File: src/rtl/sleep_seq.sv
module sleep_seq #(
  parameter int SYNC_STAGES = 2
) (
  input  logic       clk,
  input  logic       rst_n,
  input  logic       ext_rst_n,
  input  logic       sleep_req,
  input  logic       wdt_ovf,
  input  logic       wake_req,
  output logic       core_clk_en,
  output logic       wdt_clr,
  output logic       wdt_rst,
  output logic       restart_req,
  output logic       flag_to,
  output logic       flag_pd,
  output logic [1:0] exit_cause
);

  localparam int SW = (SYNC_STAGES < 2) ? 2 : SYNC_STAGES;

  logic [SW-1:0] ers_sync;
  logic          ers;
  logic          asleep;
  logic          early_wake;
  logic          restart_q;

  always_ff @(posedge clk or negedge rst_n)
    if (!rst_n) ers_sync <= '0;
    else        ers_sync <= {ers_sync[SW-2:0], ~ext_rst_n};

  assign ers = ers_sync[SW-1];

  assign core_clk_en = ~asleep | ers;
  assign wdt_clr     = ~asleep & ~ers & sleep_req;
  assign wdt_rst     = ~asleep & ~ers & wdt_ovf;
  assign restart_req = restart_q | ers;

  always_ff @(posedge clk or negedge rst_n) begin
    if (!rst_n) begin
      asleep     <= 1'b0;
      early_wake <= 1'b0;
      restart_q  <= 1'b0;
      flag_to    <= 1'b1;
      flag_pd    <= 1'b1;
      exit_cause <= 2'b00;
    end else if (ers) begin
      asleep     <= 1'b0;
      early_wake <= 1'b0;
      restart_q  <= 1'b0;
      flag_to    <= 1'b1;
      flag_pd    <= 1'b1;
      exit_cause <= 2'b11;
    end else begin
      restart_q <= 1'b0;
      if (!asleep) begin
        if (sleep_req) begin
          asleep     <= 1'b1;
          early_wake <= wake_req;
          flag_to    <= 1'b1;
          flag_pd    <= 1'b0;
        end
      end else if (wdt_ovf) begin
        asleep     <= 1'b0;
        early_wake <= 1'b0;
        restart_q  <= 1'b1;
        flag_to    <= 1'b0;
        exit_cause <= 2'b01;
      end else if (wake_req || early_wake) begin
        asleep     <= 1'b0;
        early_wake <= 1'b0;
        restart_q  <= 1'b1;
        exit_cause <= 2'b10;
      end
    end
  end


  entry_by_strobe_chk: assert property (@(posedge clk) disable iff (!rst_n)
    $rose(asleep) |-> $past(sleep_req));


  clr_then_sleep_chk: assert property (@(posedge clk) disable iff (!rst_n)
    wdt_clr |=> asleep);


  entry_flags_chk: assert property (@(posedge clk) disable iff (!rst_n)
    $rose(asleep) |-> (flag_to && !flag_pd));


  restart_from_sleep_chk: assert property (@(posedge clk) disable iff (!rst_n)
    (restart_req && !ers) |-> ($past(asleep) && !asleep));


  ext_reset_hold_chk: assert property (@(posedge clk) disable iff (!rst_n)
    ers |-> (restart_req && core_clk_en && !wdt_clr && !wdt_rst));


  one_cycle_sleep_chk: assert property (@(posedge clk) disable iff (!rst_n)
    (wdt_clr && wake_req) |=> ##1 !asleep);

endmodule

File: config.mk
export PLATFORM = sky130hd
export DESIGN_NAME = sleep_seq
export DESIGN_NICKNAME = d
export VERILOG_FILES = /design/src/rtl/sleep_seq.sv
export SDC_FILE = /design/constraint.sdc
export NUM_CORES = 1
export LEC_CHECK = 0
export ABC_CLOCK_PERIOD_IN_PS = 2100
export BUFFER_PORTS_ARGS = -buffer_cell sky130_fd_sc_hd__buf_4
export CORE_UTILIZATION = 28
export DETAILED_ROUTE_END_ITERATION = 8
export SETUP_SLACK_MARGIN = 0.2
export SLEW_MARGIN = 20
export SYNTH_ARGS = -nofsm -noshare
export SYNTH_HDL_FRONTEND = slang
export SYNTH_SLANG_ARGS = --single-unit
File: constraint.sdc
create_clock -name clk -period 2.1 [get_ports clk]
set_input_delay 0.42 -clock clk [delete_from_list [all_inputs] [get_ports clk]]
set_output_delay 0.42 -clock clk [all_outputs]
set_load 0.01 [all_outputs]
==> key figures, run 1 <==
Worst setup path
  • Reg2reg setup slack: 1.05 ns
  • Worst R2R End: exit_cause[0]
  • Worst EP required: 1.68 ns
  • Max incr delay on CP: 0.48 ns
  • Worst R2R Path Depth: 2
  • Crit-path max FO: 11
  • CP max-delay cell: dfrtp_1
  • Setup crit start kind: flip-flop
  • R2R Path Start: asleep
  • WP data arrival: 1.20 ns
  • Worst Setup Path Type: flip-flop to output port
  • Critical-path cell list: or2_2 > buf_4
  • CP endpoint kind: output port

Yosys
  • Biggest area consumer among synthesized cells: dfrtp_1
  • Synth Cell Area: 368 µm²
  • Average footprint of a synthesized cell: 11.1 µm²
  • Synth warn: 0
  • #FFs+latches synth: 9
  • Synthesized netlist cell count: 33
  • Area share of the largest cell type after synthesis: 0.476
  • Share of the yosys chip area belonging to registers: 0.619
  • Syn Nets: 39
  • Distinct cells, synth: 18
  • Synth top area cells: dfrtp_1 48%, dfstp_2 14%, nor2_1 4.1%

STA
  • Final WS setup: 0.482 ns
  • Fin Setup TNS: 0 ns
  • RSZ-0062 raised after global routing: no
  • Fin. Hold Viols: 0
  • Worst slew margin: 0.806
  • Final Hold Slack: 0.303 ns
  • Period utilization: 0.770
  • Minimum clock period after layout: 1.62 ns
  • Clock skew: 0.00131 ns
  • Final setup fails: 0
  • FMAX: 618 MHz
  • Worst-margin pin slew: 0.292 ns
  • Max-slew violations: 0

Clock network
  • TritonCTS Buffers: 3
  • H-tree Lvls: 1
  • CTS tree: done
  • Cts-stage hold buffer count: 1
  • Post-cts sizing count: 0
  • Root buffer cell: clkbuf_4
  • Worst-path clk slew: 0.06 ns
  • Clk buf depth: 2
  • Worst-Skew Late Latency: 0.25 ns
  • Clk sinks: 9
  • Post-CTS Setup Bufs: 0

Min path
  • Hold Path Depth: 2
  • Hold path start: ext_rst_n
  • Hold Crit Endpoint: ers_sync[0]
  • Hold WC Path Type: primary input to flip-flop

Final layout
  • FILL cells: 108
  • ANT cells: 0
  • Area Growth Syn to Fin: 37.8%
  • Non-Filler Instances: 63
  • Register area: 228 µm²
  • Footprint of the multi-input gates: 120 µm²
  • Nets: 56
  • Layout cells sized above 1: 0.408

Pwr
  • Pwr Density: 732 mW/mm²
  • Peak VDD IR: 0.331 mV
  • P_leak: 0.236 nW

Global routing
  • Largest net degree at the start of global routing: 12
  • Total track usage: 0.119
  • Total gr overflow: 0
  • Initial antenna violation count: 0
  • Vias in the first global route: 268
  • First-pass GRT wire length: 1120 µm

Route
  • DR pass1 iterations: 2
  • Wire per inst: 11.2 µm
  • 1st-iter DRT viols: 6
  • Detailed-route vias per instance: 4.44
  • Post-Route WL: 705 µm
  • Via count: 280
  • DRC errors left: 0
  • Routed Antenna Nets: 0

Die
  • Starting Density: 0.318
  • I/O Pins: 14
  • Core area: 0.00116 mm²
  • Row cnt: 12
  • Die area: 0.00146 mm²
  • DIE WIDTH: 38.2 µm
  • Die height: 38.2 µm

Placed design
  • Dpl ws: 0.756 ns
  • HPWL after DPL: 527 µm
  • IO buf count: 13
  • RD Place Congestion: 0.759
  • Placed cells: 58

Status
  • Status: completed

Run
  • Max Cap Viol: 0
[cells in the mapped netlist]
| master | n |
|---|---|
| dfrtp_1 | 7 |
| nor2_1 | 4 |
| a21oi_1 | 2 |
| dfstp_2 | 2 |
| inv_1 | 2 |
| nand2b_1 | 2 |
| nor3_1 | 2 |
| nor3b_1 | 2 |
| a221o_1 | 1 |
| buf_2 | 1 |
| buf_4 | 1 |
| mux2i_1 | 1 |
| nand2_1 | 1 |
| nor2b_1 | 1 |
| o21ai_0 | 1 |
| o21ai_2 | 1 |
| o21bai_1 | 1 |
| or2_2 | 1 |
[state kept, by name, summed over array words and instances, names as in the netlist]
name and count:
ers_sync 2, flag_pd 1, flag_to 1, asleep 1
early_wake 1, exit_cause 2, restart_q 1
[critical path, delay by kind of cell, from the launching register on]
kind / cells / cell delay, ns
simple gates: 1 / 0.33
flops: 1 / 0.48
buf+inv: 1 / 0.14
[report_power, final]
part / internal, mW / switching (mW) / total (mW)
Clock: 0.0729 / 0.0552 / 0.128
Sequential: 0.185 / 0.00947 / 0.194
Combinational: 0.0270 / 0.0219 / 0.0489
Total: 0.285 / 0.0865 / 0.371
[per-layer routing]
layer  share of wire  wire (µm)  vias to the layer above  global-route usage
met1            0.42        299                      131               0.142
li1                -          -                      140                   -
met2            0.51        360                        7               0.169
met5               0          0                        -                   0
met3           0.054         38                        2              0.0349
met4          0.0099          7                        0               0.107
[per-stage QoR]
stage | power [mW] | utilization | area (µm²)
after global placement | 0.244 | 0.407 | 470
final | 0.371 | 0.438 | 507
after floorplan | 0.218 | - | 368
after detailed placement | 0.245 | 0.407 | 470
after CTS | 0.380 | 0.438 | 507
after global routing | 0.392 | 0.438 | 507
[kinds of logic after synthesis]
kind of cell | after synthesis | share of synthesized area
AOI/OAI and AO/OA | 6 | 0.112
buffers and inverters | 4 | 0.0544
DFF | 9 | 0.619
muxes | 1 | 0.0272
and+or+nand+nor | 13 | 0.187
[cell usage in the layout (no fill, tap or decap)]
cell type	count
dfrtp_1	7
dfstp_2	2
mux2i_1	1
clkbuf_4	3
o21bai_1	1
o21ai_2	1
nor3_1	2
buf_4	13
inv_1	2
clkbuf_1	1
nand2b_1	2
nor3b_1	2
dlygate4sd3_1	1
a221o_1	1
nand2_1	1
nor2_1	4
or2_2	1
a21oi_1	2
o21ai_0	1
nor2b_1	1
[worst max-delay path by stage]
stage	from	end	slack, ns	cells past startpoint
final	ers_sync[1]	restart_req	0.48	2
after global routing	ers_sync[1]	restart_req	0.44	2
after CTS	ers_sync[1]	restart_req	0.47	2
after detailed placement	ers_sync[1]	restart_req	0.76	2
after global placement	ers_sync[1]	restart_req	0.76	2
after floorplan	ers_sync[1]	wdt_clr	0.84	2
[area by class of cell]
class	instances	share of cell area
Inverter	2	0.0148
Timing Repair Buffer	14	0.212
Multi-Input combinational cell	20	0.237
Tap cell	14	0.0346
Clock buffer	4	0.0519
Sequential cell	9	0.449
No activity file was read; power rests on OpenSTA's default activity.
==> run 2: changes to the inputs <==
--- a/config.mk
+++ b/config.mk
@@ -5,7 +5,7 @@
 export SDC_FILE = /design/constraint.sdc
 export NUM_CORES = 1
 export LEC_CHECK = 0
-export ABC_CLOCK_PERIOD_IN_PS = 2100
+export ABC_CLOCK_PERIOD_IN_PS = 1500
 export BUFFER_PORTS_ARGS = -buffer_cell sky130_fd_sc_hd__buf_4
 export CORE_UTILIZATION = 28
 export DETAILED_ROUTE_END_ITERATION = 8
==> constraint.sdc (replaced) <==
create_clock -name clk -period 1.5 [get_ports clk]
set_input_delay 0.3 -clock clk [delete_from_list [all_inputs] [get_ports clk]]
set_output_delay 0.3 -clock clk [all_outputs]
set_load 0.01 [all_outputs]
==> run 2 against run 1 <==
- critical path depth unchanged
- sequential power increased by 39%
- count of clock-buffer cells in the layout is the same
- clock power increased by 41%
- final cell count grew 9.5%
- first-iteration DRC count shrank 33%
- critical path type unchanged
- power grew 46%
- global-route usage grew 0.87 points
==> key figures, run 2 (synthesized netlist as in run 1, its figures left out) <==
Route
  • 1st-iter DRT viols: 4
  • Wire per inst: 11.6 µm
  • Detailed-route vias per instance: 4.39
  • DRC errors left: 0
  • Post-Route WL: 797 µm
  • Routed Antenna Nets: 0
  • DR pass1 iterations: 2
  • Via count: 303

Global routing
  • Vias in the first global route: 299
  • First-pass GRT wire length: 1210 µm
  • Total gr overflow: 0
  • Largest net degree at the start of global routing: 10
  • Initial antenna violation count: 0
  • Total track usage: 0.128

Worst setup path
  • Reg2reg setup slack: 0.31 ns
  • Worst Setup Path Type: flip-flop to output port
  • R2R Path Start: asleep
  • Crit-path max FO: 6
  • Setup crit start kind: flip-flop
  • CP endpoint kind: output port
  • WP data arrival: 1.05 ns
  • Worst EP required: 1.20 ns
  • Worst R2R End: flag_to
  • Worst Setup SP: ers_sync[1]
  • Worst R2R Path Depth: 5

Die
  • Die height: 38.2 µm
  • Starting Density: 0.318
  • Core area: 0.00116 mm²
  • Die area: 0.00146 mm²
  • I/O Pins: 14
  • Row cnt: 12
  • DIE WIDTH: 38.2 µm

STA
  • Final Hold Slack: 0.183 ns
  • Clock skew: 0.00326 ns
  • Minimum clock period after layout: 1.35 ns
  • Worst-margin pin slew: 0.262 ns
  • FMAX: 741 MHz
  • Fin Setup TNS: 0 ns
  • Worst slew margin: 0.824
  • RSZ-0062 raised after global routing: yes
  • Final setup fails: 0
  • Period utilization: 0.900
  • Fin. Hold Viols: 0
  • Max-slew violations: 0

Pwr
  • Pwr Density: 949 mW/mm²
  • Peak VDD IR: 0.460 mV
  • P_leak: 0.270 nW

Final layout
  • Most frequent cells in the layout: 18 x buf_4, 5 x dfrtp_1, 4 x nor2_1
  • FILL cells: 106
  • Biggest regs: ers_sync x2, exit_cause x2
  • Nets: 62
  • Area Growth Syn to Fin: 55.1%
  • Layout cells sized above 1: 0.545
  • Commonest non-fill, non-tap cell in the layout: buf_4
  • ANT cells: 0

Placed design
  • HPWL after DPL: 527 µm
  • IO buf count: 13
  • RD Place Congestion: 0.759

Min path
  • Hold Path Depth: 2
  • Hold WC Path Type: primary input to flip-flop
  • Hold path start: ext_rst_n
  • Hold Crit Endpoint: ers_sync[0]

Clock network
  • Root buffer cell: clkbuf_4
  • Worst-Skew Late Latency: 0.25 ns
  • Clk sinks: 9
  • H-tree Lvls: 1
  • Clk buf depth: 2
  • Worst-path clk slew: 0.06 ns
  • CTS tree: done
  • TritonCTS Buffers: 3

Run
  • Max Cap Viol: 0

Status
  • Status: completed
run 2: where the power goes:
| group | leakage, nW | switching [mW] | total (mW) | internal, mW |
|---|---|---|---|---|
| registers | 0.101 | 0.0111 | 0.270 | 0.259 |
| clock network | 0.0150 | 0.0785 | 0.181 | 0.102 |
| logic | 0.154 | 0.0384 | 0.0906 | 0.0522 |
run 2: worst max-delay path by stage:
stage | to | slack, ns | cells after the start
2_1_floorplan | wdt_clr | 0.36 | 2
3_3_place_gp | restart_req | 0.28 | 2
3_5_place_dp | restart_req | 0.28 | 2
4_1_cts | restart_req | 0.13 | 2
5_1_grt | restart_req | 0.12 | 2
6_report | restart_req | 0.15 | 2
run 2: layout make-up:
cell class              instances  area (µm²)  area share
inverters                       2        7.51      0.0132
flip-flops and latches          9         230       0.404
clock buffers                   4        26.3      0.0461
multi-input cells              20         133       0.232
repair buffers                 20         156       0.274
well taps                      14        17.5      0.0307
run 2: worst max-delay path, stage by stage, from the launching register on:
cell,delay (ns)
dfrtp_2,0.45
or2_4,0.24
buf_6,0.12
run 2: layer usage:
| metal | part of all wire | global-route usage | wire, µm | up-vias |
|---|---|---|---|---|
| met1 | 0.46 | 0.150 | 365 | 140 |
| met5 | 0 | 0 | 0 | - |
| met4 | 0.0088 | 0.107 | 7 | 0 |
| met3 | 0.046 | 0.0349 | 37 | 2 |
| li1 | - | - | - | 154 |
| met2 | 0.49 | 0.191 | 387 | 7 |
run 2: what timing repair did:
action / in CTS / in global routing
hold endpoints to repair: 7 / 0
gates resized for setup: 6 / 0
endpoints found under the setup margin: 4 / 4
pin swaps: 3 / 2
setup buffers: 5 / 1
hold buffers: 1 / 0
run 2: through the flow:
step           instance area [µm²]  std cells  utilization  setup slack [ns]  total power [mW]
3_3_place_gp                   470         58        0.407             0.280             0.341
6_report                       571         69        0.494             0.150             0.541
3_5_place_dp                   470         58        0.407             0.276             0.343
5_1_grt                        571         69        0.494             0.120             0.570
4_1_cts                        563         68        0.487             0.127             0.549
2_1_floorplan                  368         33            -             0.365             0.305
==> run 3: changes to the inputs <==
--- a/config.mk
+++ b/config.mk
@@ -9,6 +9,7 @@
 export BUFFER_PORTS_ARGS = -buffer_cell sky130_fd_sc_hd__buf_4
 export CORE_UTILIZATION = 28
 export DETAILED_ROUTE_END_ITERATION = 8
+export RECOVER_POWER = 100
 export SETUP_SLACK_MARGIN = 0.2
 export SLEW_MARGIN = 20
 export SYNTH_ARGS = -nofsm -noshare
==> run 3 against run 2 <==
- final cell count unchanged
- die area did not move
- combinational power decreased by 12%
- design area fell by 7.2%
- register-to-register slack worse by 0.07 ns
- hold slack better by 0.023 ns
- flip-flop and latch count stayed put
- critical path type unchanged
- clock power hardly changed
==> key figures, run 3 (synthesized netlist as in run 1, its figures left out) <==
Status
  • Status: completed

Route
  • Routed wl met2: 393 µm
  • Routed Antenna Nets: 0
  • Max Used Layer: met4
  • WL met3: 38 µm
  • Post-Route WL: 800 µm
  • DR pass1 iterations: 4
  • Routed metal-1 wirelength: 360 µm
  • 1st-iter DRT viols: 4
  • Detailed-route vias per instance: 4.49
  • DRC errors left: 0
  • Via count: 310
  • Wire per inst: 11.6 µm

Die
  • DIE WIDTH: 38.2 µm
  • Die height: 38.2 µm
  • Row cnt: 12
  • Starting Density: 0.318
  • Core area: 0.00116 mm²
  • I/O Pins: 14
  • Die area: 0.00146 mm²

STA
  • Worst slew margin: 0.654
  • Worst-margin pin slew: 0.519 ns
  • FMAX: 715 MHz
  • Minimum clock period after layout: 1.40 ns
  • Period utilization: 0.933
  • Clock skew: 0.00350 ns
  • Fin. Hold Viols: 0
  • Final setup fails: 0
  • Fin Setup TNS: 0 ns
  • Max-slew violations: 0
  • RSZ-0062 raised after global routing: yes

Min path
  • Hold WC Path Type: primary input to flip-flop
  • Hold Path Depth: 2

Global routing
  • First-pass GRT wire length: 1210 µm
  • Total track usage: 0.128
  • Total gr overflow: 0
  • Initial antenna violation count: 0
  • Vias in the first global route: 299
  • Largest net degree at the start of global routing: 10

Clock network
  • CTS tree: done
  • TritonCTS Buffers: 3
  • H-tree Lvls: 1
  • Clk sinks: 9
  • Clk buf depth: 2
  • Worst-Skew Late Latency: 0.25 ns
  • Worst-path clk slew: 0.06 ns
  • Root buffer cell: clkbuf_4

Worst setup path
  • Worst Setup Path Type: flip-flop to output port
  • Crit-path max FO: 6
  • Worst R2R Path Depth: 4
  • WP data arrival: 1.10 ns
  • CP endpoint kind: output port
  • Setup crit start kind: flip-flop
  • Worst EP required: 1.20 ns

Pwr
  • Cell internal pwr: 0.402 mW
  • Clock share of power: 0.342
  • P_leak: 0.244 nW
  • Sw frac: 0.240
  • Sw Pwr: 0.127 mW
  • Pwr Density: 999 mW/mm²
  • Sequential share of power: 0.508
  • Comb pwr share: 0.150
  • Power after layout: 0.529 mW
  • Peak VDD IR: 0.439 mV

Placed design
  • IO buf count: 13
  • HPWL after DPL: 527 µm
  • RD Place Congestion: 0.759

Final layout
  • FILL cells: 122
  • Biggest regs: ers_sync x2, exit_cause x2
  • Most frequent cells in the layout: 9 x buf_4, 8 x clkbuf_1, 7 x dfrtp_1
  • Footprint of the multi-input gates: 120 µm²
  • ANT cells: 0
  • Layout cells sized above 1: 0.345
  • Nets: 62
  • Register area: 228 µm²
  • Area Growth Syn to Fin: 43.9%
  • Commonest non-fill, non-tap cell in the layout: buf_4

Run
  • Max Cap Viol: 0
run 3: cell type report:
type	count	area share
flip-flops and latches	9	0.430
clock buffers	4	0.0496
repair buffers	20	0.246
well taps	14	0.0331
multi-input cells	20	0.227
inverters	2	0.0142
run 3: worst max-delay path, cell delays in order, from the launching register on:
cell	delay, ns
dfrtp_1	0.43
or2_2	0.30
buf_6	0.12
run 3: metrics by stage:
step           utilization  instance area [µm²]  instances  setup WS (ns)  hold WS, ns
2_1_floorplan            -                  368         33          0.365      0.00441
3_3_place_gp         0.407                  470         58          0.280        0.127
3_5_place_dp         0.407                  470         58          0.276        0.131
4_1_cts              0.487                  563         68          0.127        0.170
5_1_grt              0.458                  529         69         0.0613        0.192
6_report             0.458                  529         69          0.100        0.205
run 3: layer usage:
layer,up-vias,global-route usage
met4,0,0.107
met5,-,0
met3,2,0.0349
met2,9,0.191
li1,153,-
met1,146,0.150
run 3: power groups by stage:
stage                     Combinational, mW  Clock (mW)  Sequential (mW)
after floorplan                      0.0336           0            0.271
after global placement               0.0663           0            0.275
after detailed placement             0.0673           0            0.276
after CTS                            0.0877       0.191            0.270
after global routing                 0.0869       0.200            0.270
final                                0.0794       0.181            0.268
run 3: worst paths after layout:
kind,start,to,slack [ns]
max reg2reg,asleep,exit_cause[0],0.24
min,ext_rst_n,ers_sync[0],0.21
min reg2reg,ers_sync[0],ers_sync[1],0.36
max in group asynchronous,rst_n,flag_pd,0.61
max,ers_sync[1],restart_req,0.10
min in group asynchronous,rst_n,exit_cause[1],0.53
run 3: what timing repair did:
action | CTS | global route
hold endpoints to repair | 7 | 0
cloned | 0 | 0
pin swaps | 3 | 2
resized for setup | 6 | 0
hold buffers | 1 | 0
endpoints found under the setup margin | 4 | 4
buffers inserted | 5 | 1
